## config.mk

```make
export PLATFORM = sky130hd
export DESIGN_NAME = wfe_sleep_ctrl
export DESIGN_NICKNAME = d
export VERILOG_FILES = /design/src/rtl/wfe_pkg.sv /design/src/rtl/wfe_evt_merge.sv /design/src/rtl/wfe_flag.sv /design/src/rtl/wfe_sleep_fsm.sv /design/src/rtl/wfe_sleep_ctrl.sv
export SDC_FILE = /design/constraint.sdc
export NUM_CORES = 1
export LEC_CHECK = 0
export BUFFER_PORTS_ARGS = -buffer_cell sky130_fd_sc_hd__buf_4
export CORE_AREA = 2 2 39 41
export CTS_BUF_LIST = sky130_fd_sc_hd__clkbuf_4
export CTS_CLUSTER_DIAMETER = 150
export DETAILED_ROUTE_END_ITERATION = 6
export DIE_AREA = 0 0 41 43
export MAX_ROUTING_LAYER = met4
export PLACE_DENSITY = 0.3
export SYNTH_ARGS = -nofsm -noshare
export SYNTH_HDL_FRONTEND = slang
export SYNTH_SLANG_ARGS = --single-unit
```

## constraint.sdc

```tcl
create_clock -name clk -period 2.7 [get_ports clk]
set_input_delay 0.54 -clock clk [delete_from_list [all_inputs] [get_ports clk]]
set_output_delay 0.54 -clock clk [all_outputs]
set_load 0.01 [all_outputs]
```

## src/rtl/wfe_pkg.sv

```systemverilog
package wfe_pkg;
   typedef enum logic {
      ST_AWAKE  = 1'b0,
      ST_ASLEEP = 1'b1
   } wfe_state_e;

   localparam int unsigned SRC_SEND  = 0;
   localparam int unsigned SRC_IRQ   = 1;
   localparam int unsigned SRC_DEBUG = 2;
   localparam int unsigned SRC_COUNT = 3;
endpackage

```

## src/rtl/wfe_evt_merge.sv

```systemverilog
module wfe_evt_merge #(
   parameter int unsigned NUM_SRC = 3
) (
   input  logic [NUM_SRC-1:0] src_pulse,
   output logic               any_evt
);
   localparam int unsigned LAST = NUM_SRC - 1;

   logic [NUM_SRC-1:0] chain;

   generate
      if (NUM_SRC < 1) begin : g_bad
         $error("wfe_evt_merge: NUM_SRC must be at least 1");
      end
      genvar i;
      for (i = 0; i < NUM_SRC; i++) begin : g_or
         if (i == 0) begin : g_first
            assign chain[i] = src_pulse[i];
         end else begin : g_next
            assign chain[i] = chain[i-1] | src_pulse[i];
         end
      end
   endgenerate

   assign any_evt = chain[LAST];
endmodule

```

## src/rtl/wfe_flag.sv

```systemverilog
module wfe_flag (
   input  logic clk,
   input  logic rst_n,
   input  logic set_i,
   input  logic consume_i,
   output logic flag_o
);
   logic flag_q;
   logic flag_d;

   always_comb begin
      flag_d = flag_q;
      if (consume_i) begin
         flag_d = 1'b0;
      end else if (set_i) begin
         flag_d = 1'b1;
      end
   end

   always_ff @(posedge clk) begin
      if (!rst_n) begin
         flag_q <= 1'b0;
      end else begin
         flag_q <= flag_d;
      end
   end

   assign flag_o = flag_q;
endmodule

```

## src/rtl/wfe_sleep_fsm.sv

```systemverilog
module wfe_sleep_fsm
   import wfe_pkg::*;
(
   input  logic clk,
   input  logic rst_n,
   input  logic wait_i,
   input  logic evt_i,
   input  logic flag_i,
   output logic consume_o,
   output logic sleeping_o,
   output logic done_o
);
   wfe_state_e state_q, state_d;
   logic       done_q, done_d;
   logic       pending;

   assign pending = flag_i | evt_i;

   always_comb begin
      state_d   = state_q;
      done_d    = 1'b0;
      consume_o = 1'b0;
      unique case (state_q)
         ST_AWAKE: begin
            if (wait_i) begin
               if (pending) begin
                  consume_o = 1'b1;
                  done_d    = 1'b1;
               end else begin
                  state_d = ST_ASLEEP;
               end
            end
         end
         ST_ASLEEP: begin
            if (evt_i) begin
               consume_o = 1'b1;
               done_d    = 1'b1;
               state_d   = ST_AWAKE;
            end
         end
         default: state_d = ST_AWAKE;
      endcase
   end

   always_ff @(posedge clk) begin
      if (!rst_n) begin
         state_q <= ST_AWAKE;
         done_q  <= 1'b0;
      end else begin
         state_q <= state_d;
         done_q  <= done_d;
      end
   end

   assign sleeping_o = (state_q == ST_ASLEEP);
   assign done_o     = done_q;
endmodule

```

## src/rtl/wfe_sleep_ctrl.sv

```systemverilog
module wfe_sleep_ctrl
   import wfe_pkg::*;
(
   input  logic clk,
   input  logic rst_n,
   input  logic wait_req,
   input  logic send_evt,
   input  logic irq_entry,
   input  logic dbg_evt,
   output logic sleeping,
   output logic wait_done,
   output logic evt_flag
);
   localparam int unsigned NSRC = SRC_COUNT;

   logic [NSRC-1:0] src_vec;
   logic            any_evt;
   logic            consume;
   logic            flag;

   always_comb begin
      src_vec            = '0;
      src_vec[SRC_SEND]  = send_evt;
      src_vec[SRC_IRQ]   = irq_entry;
      src_vec[SRC_DEBUG] = dbg_evt;
   end

   wfe_evt_merge #(.NUM_SRC(NSRC)) u_merge (
      .src_pulse (src_vec),
      .any_evt   (any_evt)
   );

   wfe_flag u_flag (
      .clk       (clk),
      .rst_n     (rst_n),
      .set_i     (any_evt),
      .consume_i (consume),
      .flag_o    (flag)
   );

   wfe_sleep_fsm u_fsm (
      .clk        (clk),
      .rst_n      (rst_n),
      .wait_i     (wait_req),
      .evt_i      (any_evt),
      .flag_i     (flag),
      .consume_o  (consume),
      .sleeping_o (sleeping),
      .done_o     (wait_done)
   );

   assign evt_flag = flag;
endmodule

```

Yosys cells after proc, flatten, opt, wreduce, memory -nomap -nowiden
Cells that the tools add are included.
W data, S select, Z words.
{"block": "word_totals", "mem_count": 0, "ram_bits": 0, "word_cells": 17, "romBits": 0, "latch_bits": 0, "input_bits": 6, "out_inout_bits": 3, "ff_bits": 3}
{"block": "op_classes", "n_bitwise": 5, "n_shift": 0, "reduce_logical": 1, "div_mod_pow": 0, "add_sub_neg": 0, "magnitude_cmp": 0, "mul": 0, "eq_ne": 0, "muxes": 8}
{"op": "$mux W1", "count": 6}
{"op": "$pmux W1 S2", "count": 2}
{"op": "$or A1 B1 Y1", "count": 3}
{"op": "$not A1 Y1", "count": 2}
{"op": "$reduce_or A2 Y1", "count": 1}

Logic depth before layout (Yosys ltp)
Gate-level depths: netlist of run 1.
{"block": "logic_depth", "depth_word": 7, "depth_mapped": 2}

Hierarchy
A second synthesis of run 1 with hierarchy kept.
{"block": "hier_totals", "cells_unflattened": 12, "hier_area_um2": 132.6}
{"module": "wfe_sleep_fsm", "instances": 1, "area_each_um2": 90.1, "cells_per_inst": 8}
{"module": "wfe_flag", "instances": 1, "area_each_um2": 36.3, "cells_per_inst": 3}
{"module": "wfe_evt_merge", "instances": 1, "area_each_um2": 6.3, "cells_per_inst": 1}

Worst setup path before layout of run 1
No wires, ideal clock.
{"block": "synth_path", "kind": "input to register", "startpoint": "in dbg_evt", "endpoint": "reg u_flag.flag_q, in the netlist u_flag.flag_o", "t_required_ns": 2.582, "setup_slack_ns": 1.427, "path_stages": 2, "arrival_ns": 1.156, "path_cell_list": "or4_1 > o2111a_1"}
{"block": "synth_between", "elab_chain_len": 6, "word_cells_on_any_way": 7, "cone_classes": "mux: 4; bitwise: 2; reduce/logical: 1"}
{"item": "start: declaration", "line_no": "wfe_sleep_ctrl.sv:9", "rtl": "input logic dbg_evt,"}
{"item": "$or A1 B1 Y1 (*)", "line_no": "wfe_evt_merge.sv:20", "rtl": "assign chain[i] = chain[i-1] | src_pulse[i];"}
{"item": "$or A1 B1 Y1", "line_no": "wfe_sleep_fsm.sv:17", "rtl": "assign pending = flag_i | evt_i;"}
{"item": "$mux W1", "line_no": "wfe_sleep_fsm.sv:26", "rtl": "if (pending) begin"}
{"item": "$mux W1", "line_no": "wfe_sleep_fsm.sv:25", "rtl": "if (wait_i) begin"}
{"item": "$pmux W1 S2", "line_no": "wfe_sleep_fsm.sv:23", "rtl": "unique case (state_q)"}
{"item": "$reduce_or A2 Y1 (no source line)"}
{"item": "end signal: assignment", "line_no": "wfe_flag.sv:24", "rtl": "flag_q <= flag_d;"}
{"item": "end: declaration", "line_no": "wfe_flag.sv:8", "rtl": "logic flag_q;"}
Mark *: on every way between the ends. The rest lies on a longest branch, timed or not.
A chain may end at the register's enable or synchronous reset.

Worst setup path in the final report of run 1
{"block": "layout_path", "startpoint": "reg u_fsm.state_q, in the netlist u_fsm.sleeping_o", "endpoint": "out sleeping"}
{"item": "start: declaration", "line_no": "wfe_sleep_fsm.sv:13", "rtl": "wfe_state_e state_q, state_d;"}
{"item": "start signal: assignment", "line_no": "wfe_sleep_fsm.sv:50", "rtl": "state_q <= state_d;"}
{"item": "end: declaration", "line_no": "wfe_sleep_ctrl.sv:10", "rtl": "output logic sleeping,"}
No word-level cell between the ends.

==> results.toml, run 1 <==
[outcome]
run_status = "completed"

[critical_path]
cp_bufs_invs = 1
cp.arrival_ns = 0.77
critical-path-slowest-cell = "dfxtp_1"
critical_path.max_fanout = 6
worst-setup-path-type = "reg -> out"
startpoint_type = "flip-flop"
setup.worst_path.end_class = "output port"
crit_path_max_delay_family = "flip-flops"
path_cells = "buf_4"
cp_slowest_stage_delay_ns = 0.38
crit_required_ns = 2.16

[die]
core_region_area_mm2 = 0.00138
fp.dieArea_mm2 = 0.00176
initial_core_util_pct = 9.40
dieWidth_um = 41
die-height_um = 43
ios = 9
rows = 14

[place]
numPortBuffers = 8
rd_place_congestion = 0.599
dp_cells = 37

[timing]
slew-limit-headroom_pct = 76.5
finalSetupViolCount = 0
rsz_0062_raised_after_global_routing = "no"
max_freq_ghz = 0.765
slew_violations = 0
finalClockSkew_ns = 0.00194
tightestPinTransition_ns = 0.349
period_needed_ns = 1.31
min_period_over_period_pct = 48.4
tns_ns = 0
hold_violations = 0

[synthesis]
synth.mux.area_fraction_pct = 0
netlist-cell-type-count = 11
synthXorXnorAreaFrac_pct = 0
synthAdderAreaFrac_pct = 0
post_synth.cell_area_avg_um2 = 10.0
synthDominantAreaCellType = "dfxtp_1"
netlist.area_leader.share_pct = 46.2
combinational_family_with_the_most_area_after_synthesis = "simple AND/OR/NAND/NOR gates"
synth-seq-area-share_pct = 46.2
syn_inst = 13
synth.cell_area_um2 = 130
simple_gate_fraction_of_synth_area_pct = 26.9
leading_cell_types_by_total_area_after_synthesis = "dfxtp_1 (46%), o2111a_1 (8.7%), o211a_1 (7.7%), and2b_2 (6.7%), or2b_1 (5.8%)"
synth_seq_cells = 3
yosys_warnings = 0
mappedNetlistNets = 19
synth-compound-area-share_pct = 24.0

[clock_network]
tritoncts_clock_tree = "built"
cts_post_setup_buffers_inserted = 0
cts_resized = 0
root_buffer = "clkbuf_4"
cts_max_level = 1
post_cts_hold_buffer_count = 0
tritoncts.num_buffers = 3
clock-sinks = 3
cts_max_path_buffers = 2
cts.clk_slew.worst_paths_ns = 0.04
clk_lat_worst_skew_ns = 0.24

[pwr]
power_frac_comb_pct = 10.5
p_int_uw = 123
sequential_fraction_of_design_power_pct = 31.1
worst_supply_voltage_drop_on_vdd_mv = 0.0881
static_power_due_to_leakage_nw = 0.115
power.density_mw_per_mm2 = 643
switching_part_of_the_total_pct = 20.6
net-switching-power_uw = 31.9
power.share.clock_pct = 58.4

[run]
drv.max_cap_violation_count = 0

[global_routing]
first_pass_grt_wire_length_um = 469
grt_antenna_before_repair = 0
grt_start_max_net_pins = 7
gr-total-overflow = 0
number_of_global_route_vias_before_repair = 120
grt.total_usage_pct = 5.13

[drt]
wire_per_inst_um = 7.90
vias_per_cell = 3.54
num_vias = 145
detailedRoute.firstIterationViolations = 1
totalWireLength_um = 324
drc = 0
drt_pass1_iterations = 3
drtAntennaViolNets = 0

[cells_and_area]
final_core_util_pct = 17.4
antenna_cells_inserted = 0
final-instance-count-excl-fill = 41
syn_to_final_growth_pct = 84.6
drive_gt1_share_pct = 52.0
nets = 32

[hold_path]
worstHoldPathType = "in -> reg"
-- through the flow --
stage | area (µm²) | setup slack (ns) | hold slack (ns) | power, mW
global route | 240 | 1.33 | 0.544 | 0.164
CTS | 240 | 1.39 | 0.540 | 0.159
finish | 240 | 1.39 | 0.544 | 0.155
detailed placement | 210 | 1.29 | 0.566 | 0.0652
global placement | 210 | 1.29 | 0.581 | 0.0652
floorplan | 130 | 1.43 | 0.579 | 0.0545
-- path summary, 6_finish.rpt --
path	slack (ns)	start	cells past startpoint	end
max	1.39	u_fsm.sleeping_o	1	sleeping
min	0.54	rst_n	2	u_fsm.sleeping_o
max reg2reg	1.61	u_flag.flag_o	2	u_flag.flag_o
min reg2reg	0.58	u_fsm.sleeping_o	1	u_fsm.sleeping_o
-- cells by family (layout without fill, tap and decap cells) --
logic type	Yosys count	count (layout)
AOI/OAI and AO/OA	4	4
buffers and inverters	1	13
DFF	3	3
and+or+nand+nor	5	5
-- per-layer routing --
metal  part of all wire [%]  GRT usage [%]
met2                     45           4.69
met3                     17           6.28
met1                     34           4.47
met5                      0              -
met4                    4.0           6.00
-- area by class of cell --
type / count / area (µm²)
Timing Repair Buffer: 8 / 60.1
Clock buffer: 4 / 30.0
Tap cell: 16 / 20.0
Inverter: 1 / 3.75
Fill cell: 154 / 1140
Multi-Input combinational cell: 9 / 66.3
Sequential cell: 3 / 60.1
-- power by group through the flow --
stage	Sequential, mW	Combinational (mW)	Clock (mW)
2_1_floorplan	0.0495	0.00495	0
3_3_place_gp	0.0488	0.0164	0
3_5_place_dp	0.0488	0.0164	0
4_1_cts	0.0481	0.0164	0.0942
5_1_grt	0.0485	0.0177	0.0975
6_report	0.0481	0.0162	0.0903
-- sequential cells by signal (all words and copies together), names as in the netlist --
signal,cells
u_flag.flag_o,1
u_fsm.done_o,1
u_fsm.sleeping_o,1
-- cells in the mapped netlist --
cell / number
or4_1: 1
nand2b_1: 1
or2b_1: 1
nor3_1: 1
and2b_2: 1
o21ai_0: 1
inv_1: 1
o211a_1: 1
a21oi_1: 1
o2111a_1: 1
dfxtp_1: 3
-- cells in the final DEF, fill, tap and decap left out, drive strengths merged --
cell and n:
and2b 1, nand2b 1, or2b 1, or4 1
inv 1, o2111a 1, o21ai 1, clkbuf 4
a21oi 1, dfxtp 3, nor3 1, buf 8
o211a 1
No activity file was read; power rests on OpenSTA's default activity.
==> inputs of run 2 (changes only) <==
==> constraint.sdc (replaced) <==
create_clock -name clk -period 1.1 [get_ports clk]
set_input_delay 0.22 -clock clk [delete_from_list [all_inputs] [get_ports clk]]
set_output_delay 0.22 -clock clk [all_outputs]
set_load 0.01 [all_outputs]
==> results.toml, run 2 (same netlist as run 1, synthesis figures left out) <==
[critical_path]
critical_path.max_fanout = 3
crit_required_ns = 0.88
startpoint_type = "flip-flop"
setup.worst_path.end_class = "output port"
worst-setup-path-type = "reg -> out"
cp.arrival_ns = 0.78

[timing]
finalSetupViolCount = 0
slew-limit-headroom_pct = 77.6
min_period_over_period_pct = 91.3
period_needed_ns = 1.00
finalClockSkew_ns = 0.00101
tns_ns = 0
timing.hold.ws_ns = 0.236
layout_setup_ws_ns = 0.0959
tightestPinTransition_ns = 0.333
max_freq_ghz = 0.996
slew_violations = 0
rsz_0062_raised_after_global_routing = "no"
hold_violations = 0

[die]
rows = 14
initial_core_util_pct = 9.40
die-height_um = 43
ios = 9
core_region_area_mm2 = 0.00138
dieWidth_um = 41
fp.dieArea_mm2 = 0.00176

[global_routing]
grt_antenna_before_repair = 0
first_pass_grt_wire_length_um = 476
number_of_global_route_vias_before_repair = 134
gr-total-overflow = 0
grt.total_usage_pct = 4.83
grt_start_max_net_pins = 7

[cells_and_area]
area.sequential_um2 = 60.1
num-fill-cells = 163
antenna_cells_inserted = 0
final_core_util_pct = 17.9
nets = 33
final_common_cell = "buf_4"
layout_common_cells = "buf_4 (9), clkbuf_4 (4), dfxtp_1 (3)"
multiInputGateArea_um2 = 66.3
syn_to_final_growth_pct = 90.4
drive_gt1_share_pct = 53.8

[place]
dp_worst_setup_slack_ns = 0.0159
numPortBuffers = 8
rd_place_congestion = 0.610

[run]
drv.max_cap_violation_count = 0

[drt]
wire_per_inst_um = 7.00
drc = 0
drt_pass1_iterations = 2
num_vias = 144
detailedRoute.firstIterationViolations = 1
totalWireLength_um = 294
drtAntennaViolNets = 0
vias_per_cell = 3.43

[clock_network]
tritoncts_clock_tree = "built"
clk_lat_worst_skew_ns = 0.23
cts_max_level = 1
cts_max_path_buffers = 2
cts_resized = 0
tritoncts.num_buffers = 3
post_cts_hold_buffer_count = 0
clock-sinks = 3
cts.clk_slew.worst_paths_ns = 0.03
root_buffer = "clkbuf_4"
cts_post_setup_buffers_inserted = 0

[outcome]
run_status = "completed"

[hold_path]
worstHoldPathType = "in -> reg"

[pwr]
power.density_mw_per_mm2 = 1500
worst_supply_voltage_drop_on_vdd_mv = 0.381
static_power_due_to_leakage_nw = 0.120
==> run 2: cell types whose count changed in the layout (fill, tap and decap cells not counted), sizes merged <==
cell / change
buf: +1
==> run 2: final timing paths <==
path                                       start          endpoint  slack [ns]  cells past startpoint
worst max-delay path               u_flag.flag_o          evt_flag         0.1                      2
worst min-delay path                       rst_n  u_fsm.sleeping_o        0.24                      2
worst max register to register     u_flag.flag_o     u_flag.flag_o        0.18                      2
worst min register to register  u_fsm.sleeping_o  u_fsm.sleeping_o        0.58                      1
==> run 2: critical path: stages, from the launching register on <==
cell     delay (ns)
dfxtp_1        0.29
buf_4          0.13
buf_4          0.13
==> run 2: power breakdown <==
part / internal (mW) / switching, mW / total [mW]
clock: 0.160 / 0.0501 / 0.210
combinational: 0.0284 / 0.0155 / 0.0439
sequential: 0.115 / 0.00206 / 0.117
==> run 2: layer usage <==
| metal | up-vias | wire [µm] | global-route usage (%) |
|---|---|---|---|
| li1 | 74 | - | - |
| met1 | 65 | 119 | 3.51 |
| met2 | 5 | 125 | 5.31 |
| met3 | 0 | 48 | 6.81 |
| met4 | 0 | 0 | 4.00 |
| met5 | - | 0 | - |
==> run 2: per-stage QoR <==
step                cells  power (mW)  area [µm²]
finish                 42       0.371         248
global route           42       0.396         248
CTS                    42       0.385         248
detailed placement     38       0.163         218
global placement       38       0.163         218
floorplan              13       0.134         130
==> run 2: final cells by class <==
type | instances | share of cell area [%]
Timing Repair Buffer | 9 | 27.3
Multi-Input combinational cell | 9 | 26.8
Sequential cell | 3 | 24.2
Clock buffer | 4 | 12.1
Tap cell | 16 | 8.08
Inverter | 1 | 1.52
==> inputs of run 3 (changes only) <==
--- a/config.mk
+++ b/config.mk
@@ -15,4 +15,5 @@
 export PLACE_DENSITY = 0.3
 export SYNTH_ARGS = -nofsm -noshare
 export SYNTH_HDL_FRONTEND = slang
+export SYNTH_HIERARCHICAL = 1
 export SYNTH_SLANG_ARGS = --single-unit
==> results.toml, run 3 <==
[drt]
drt_pass1_iterations = 1
vias_per_cell = 3.33
drc = 0
wire_per_inst_um = 7.23
totalWireLength_um = 289
num_vias = 133
drtAntennaViolNets = 0
detailedRoute.firstIterationViolations = 0

[clock_network]
tritoncts_clock_tree = "built"
cts_max_level = 1
cts_max_path_buffers = 2
clk_lat_worst_skew_ns = 0.23
post_cts_hold_buffer_count = 0
root_buffer = "clkbuf_4"
cts_post_setup_buffers_inserted = 0
clock-sinks = 3
cts.clk_slew.worst_paths_ns = 0.04
tritoncts.num_buffers = 3
cts_resized = 0

[cells_and_area]
final-instance-count-excl-fill = 40
drive_gt1_share_pct = 62.5
antenna_cells_inserted = 0
postLayoutCellArea_um2 = 243
syn_to_final_growth_pct = 83.0
final_core_util_pct = 17.5
final_common_cell = "buf_4"
layout_common_cells = "buf_4 (8), clkbuf_4 (4), dfxtp_1 (3)"
nets = 31
num-fill-cells = 156

[die]
core_region_area_mm2 = 0.00138
ios = 9
die-height_um = 43
dieWidth_um = 41
initial_core_util_pct = 9.58
rows = 14
fp.dieArea_mm2 = 0.00176

[critical_path]
startpoint_type = "flip-flop"
reg2reg_slack_ns = 0.18
cp.arrival_ns = 0.79
path_cells = "buf_4"
cp_slowest_stage_delay_ns = 0.41
r2r_cells = 3
crit_required_ns = 0.88
worst-setup-path-type = "reg -> out"
cp_bufs_invs = 1
critical-path-slowest-cell = "dfxtp_1"
rr_startpoint = "u_flag/flag_o"
reg2reg_to = "u_flag/flag_o"
setup.worst_path.start = "u_fsm/sleeping_o"
crit_path_max_delay_family = "flip-flops"
setup.worst_path.end_class = "output port"
critical_path.max_fanout = 5

[place]
dp_cells = 36
placement.cell_area_um2 = 213
rd_place_congestion = 0.575
dp_worst_setup_slack_ns = -0.0950
numPortBuffers = 8

[hold_path]
min_to = "u_fsm/sleeping_o"
worstHoldPathType = "in -> reg"
holdCritStartpoint = "rst_n"
hold_path_depth = 2

[synthesis]
netlist-cell-type-count = 10
post_synthesis_async_set_or_reset_flop_share_pct = 0
synth.cell_area_um2 = 133
yosys_most_used_dff = "dfxtp_1"
most_instantiated_library_cell_after_synthesis = "dfxtp_1"
synth-seq-area-share_pct = 45.3
syn_inst = 12
leading_cell_types_by_total_area_after_synthesis = "dfxtp_1 (45%), nor3b_2 (9.4%), o221a_1 (8.5%), o211a_1 (7.5%), o22a_2 (7.5%)"
synth_seq_cells = 3
yosys_warnings = 6
post_synth.cell_area_avg_um2 = 11.1
synth_edf_count = 0
synthDominantAreaCellType = "dfxtp_1"
mappedNetlistNets = 18
netlist.area_leader.share_pct = 45.3

[global_routing]
number_of_global_route_vias_before_repair = 134
grt.total_usage_pct = 4.62
grt_start_max_net_pins = 6
first_pass_grt_wire_length_um = 496
gr-total-overflow = 0
grt_antenna_before_repair = 0

[timing]
rsz_0062_raised_after_global_routing = "no"
finalSetupViolCount = 0
finalClockSkew_ns = 0.00203
slew-limit-headroom_pct = 87.2
max_freq_ghz = 0.990
tightestPinTransition_ns = 0.191
hold_violations = 0
slew_violations = 0
tns_ns = 0
min_period_over_period_pct = 91.8
timing.hold.ws_ns = 0.252
period_needed_ns = 1.01
layout_setup_ws_ns = 0.0899

[pwr]
worst_supply_voltage_drop_on_vdd_mv = 0.285
pnr_total_power_uw = 375
power.density_mw_per_mm2 = 1550
static_power_due_to_leakage_nw = 0.128

[run]
drv.max_cap_violation_count = 0

[outcome]
run_status = "completed"
## run 3: routing by layer
layer	wire length, µm	track usage, %	up-vias
met5	0	-	-
met4	0	6.00	0
met3	31	1.57	0
met2	137	5.00	6
met1	119	5.43	59
li1	-	-	68
## run 3: how the worst max path moves through the flow
stage / end / cells past startpoint / slack (ns)
global route: sleeping / 1 / 0.05
floorplan: u_flag/flag_o / 3 / 0.06
detailed placement: u_flag/flag_o / 4 / -0.09
global placement: u_flag/flag_o / 4 / -0.11
finish: sleeping / 1 / 0.09
CTS: sleeping / 1 / 0.08
## run 3: cell families after synthesis
family | after synthesis | synth area share [%]
AOI/OAI and AO/OA | 3 | 23.6
and+or+nand+nor | 5 | 28.3
DFF | 3 | 45.3
buffers and inverters | 1 | 2.83
## run 3: area by class of cell
class / instances / area, µm² / area share [%]
multi-input combinational: 8 / 68.8 / 28.4
sequential: 3 / 60.1 / 24.7
timing repair buffer: 8 / 60.1 / 24.7
clock buffer: 4 / 30.0 / 12.4
tap: 16 / 20.0 / 8.25
inverter: 1 / 3.75 / 1.55
## run 3: where the power goes
group          switching, mW  total [mW]  internal, mW
Sequential           0.00378       0.119         0.115
Clock                 0.0541       0.214         0.160
Combinational         0.0142      0.0424        0.0282
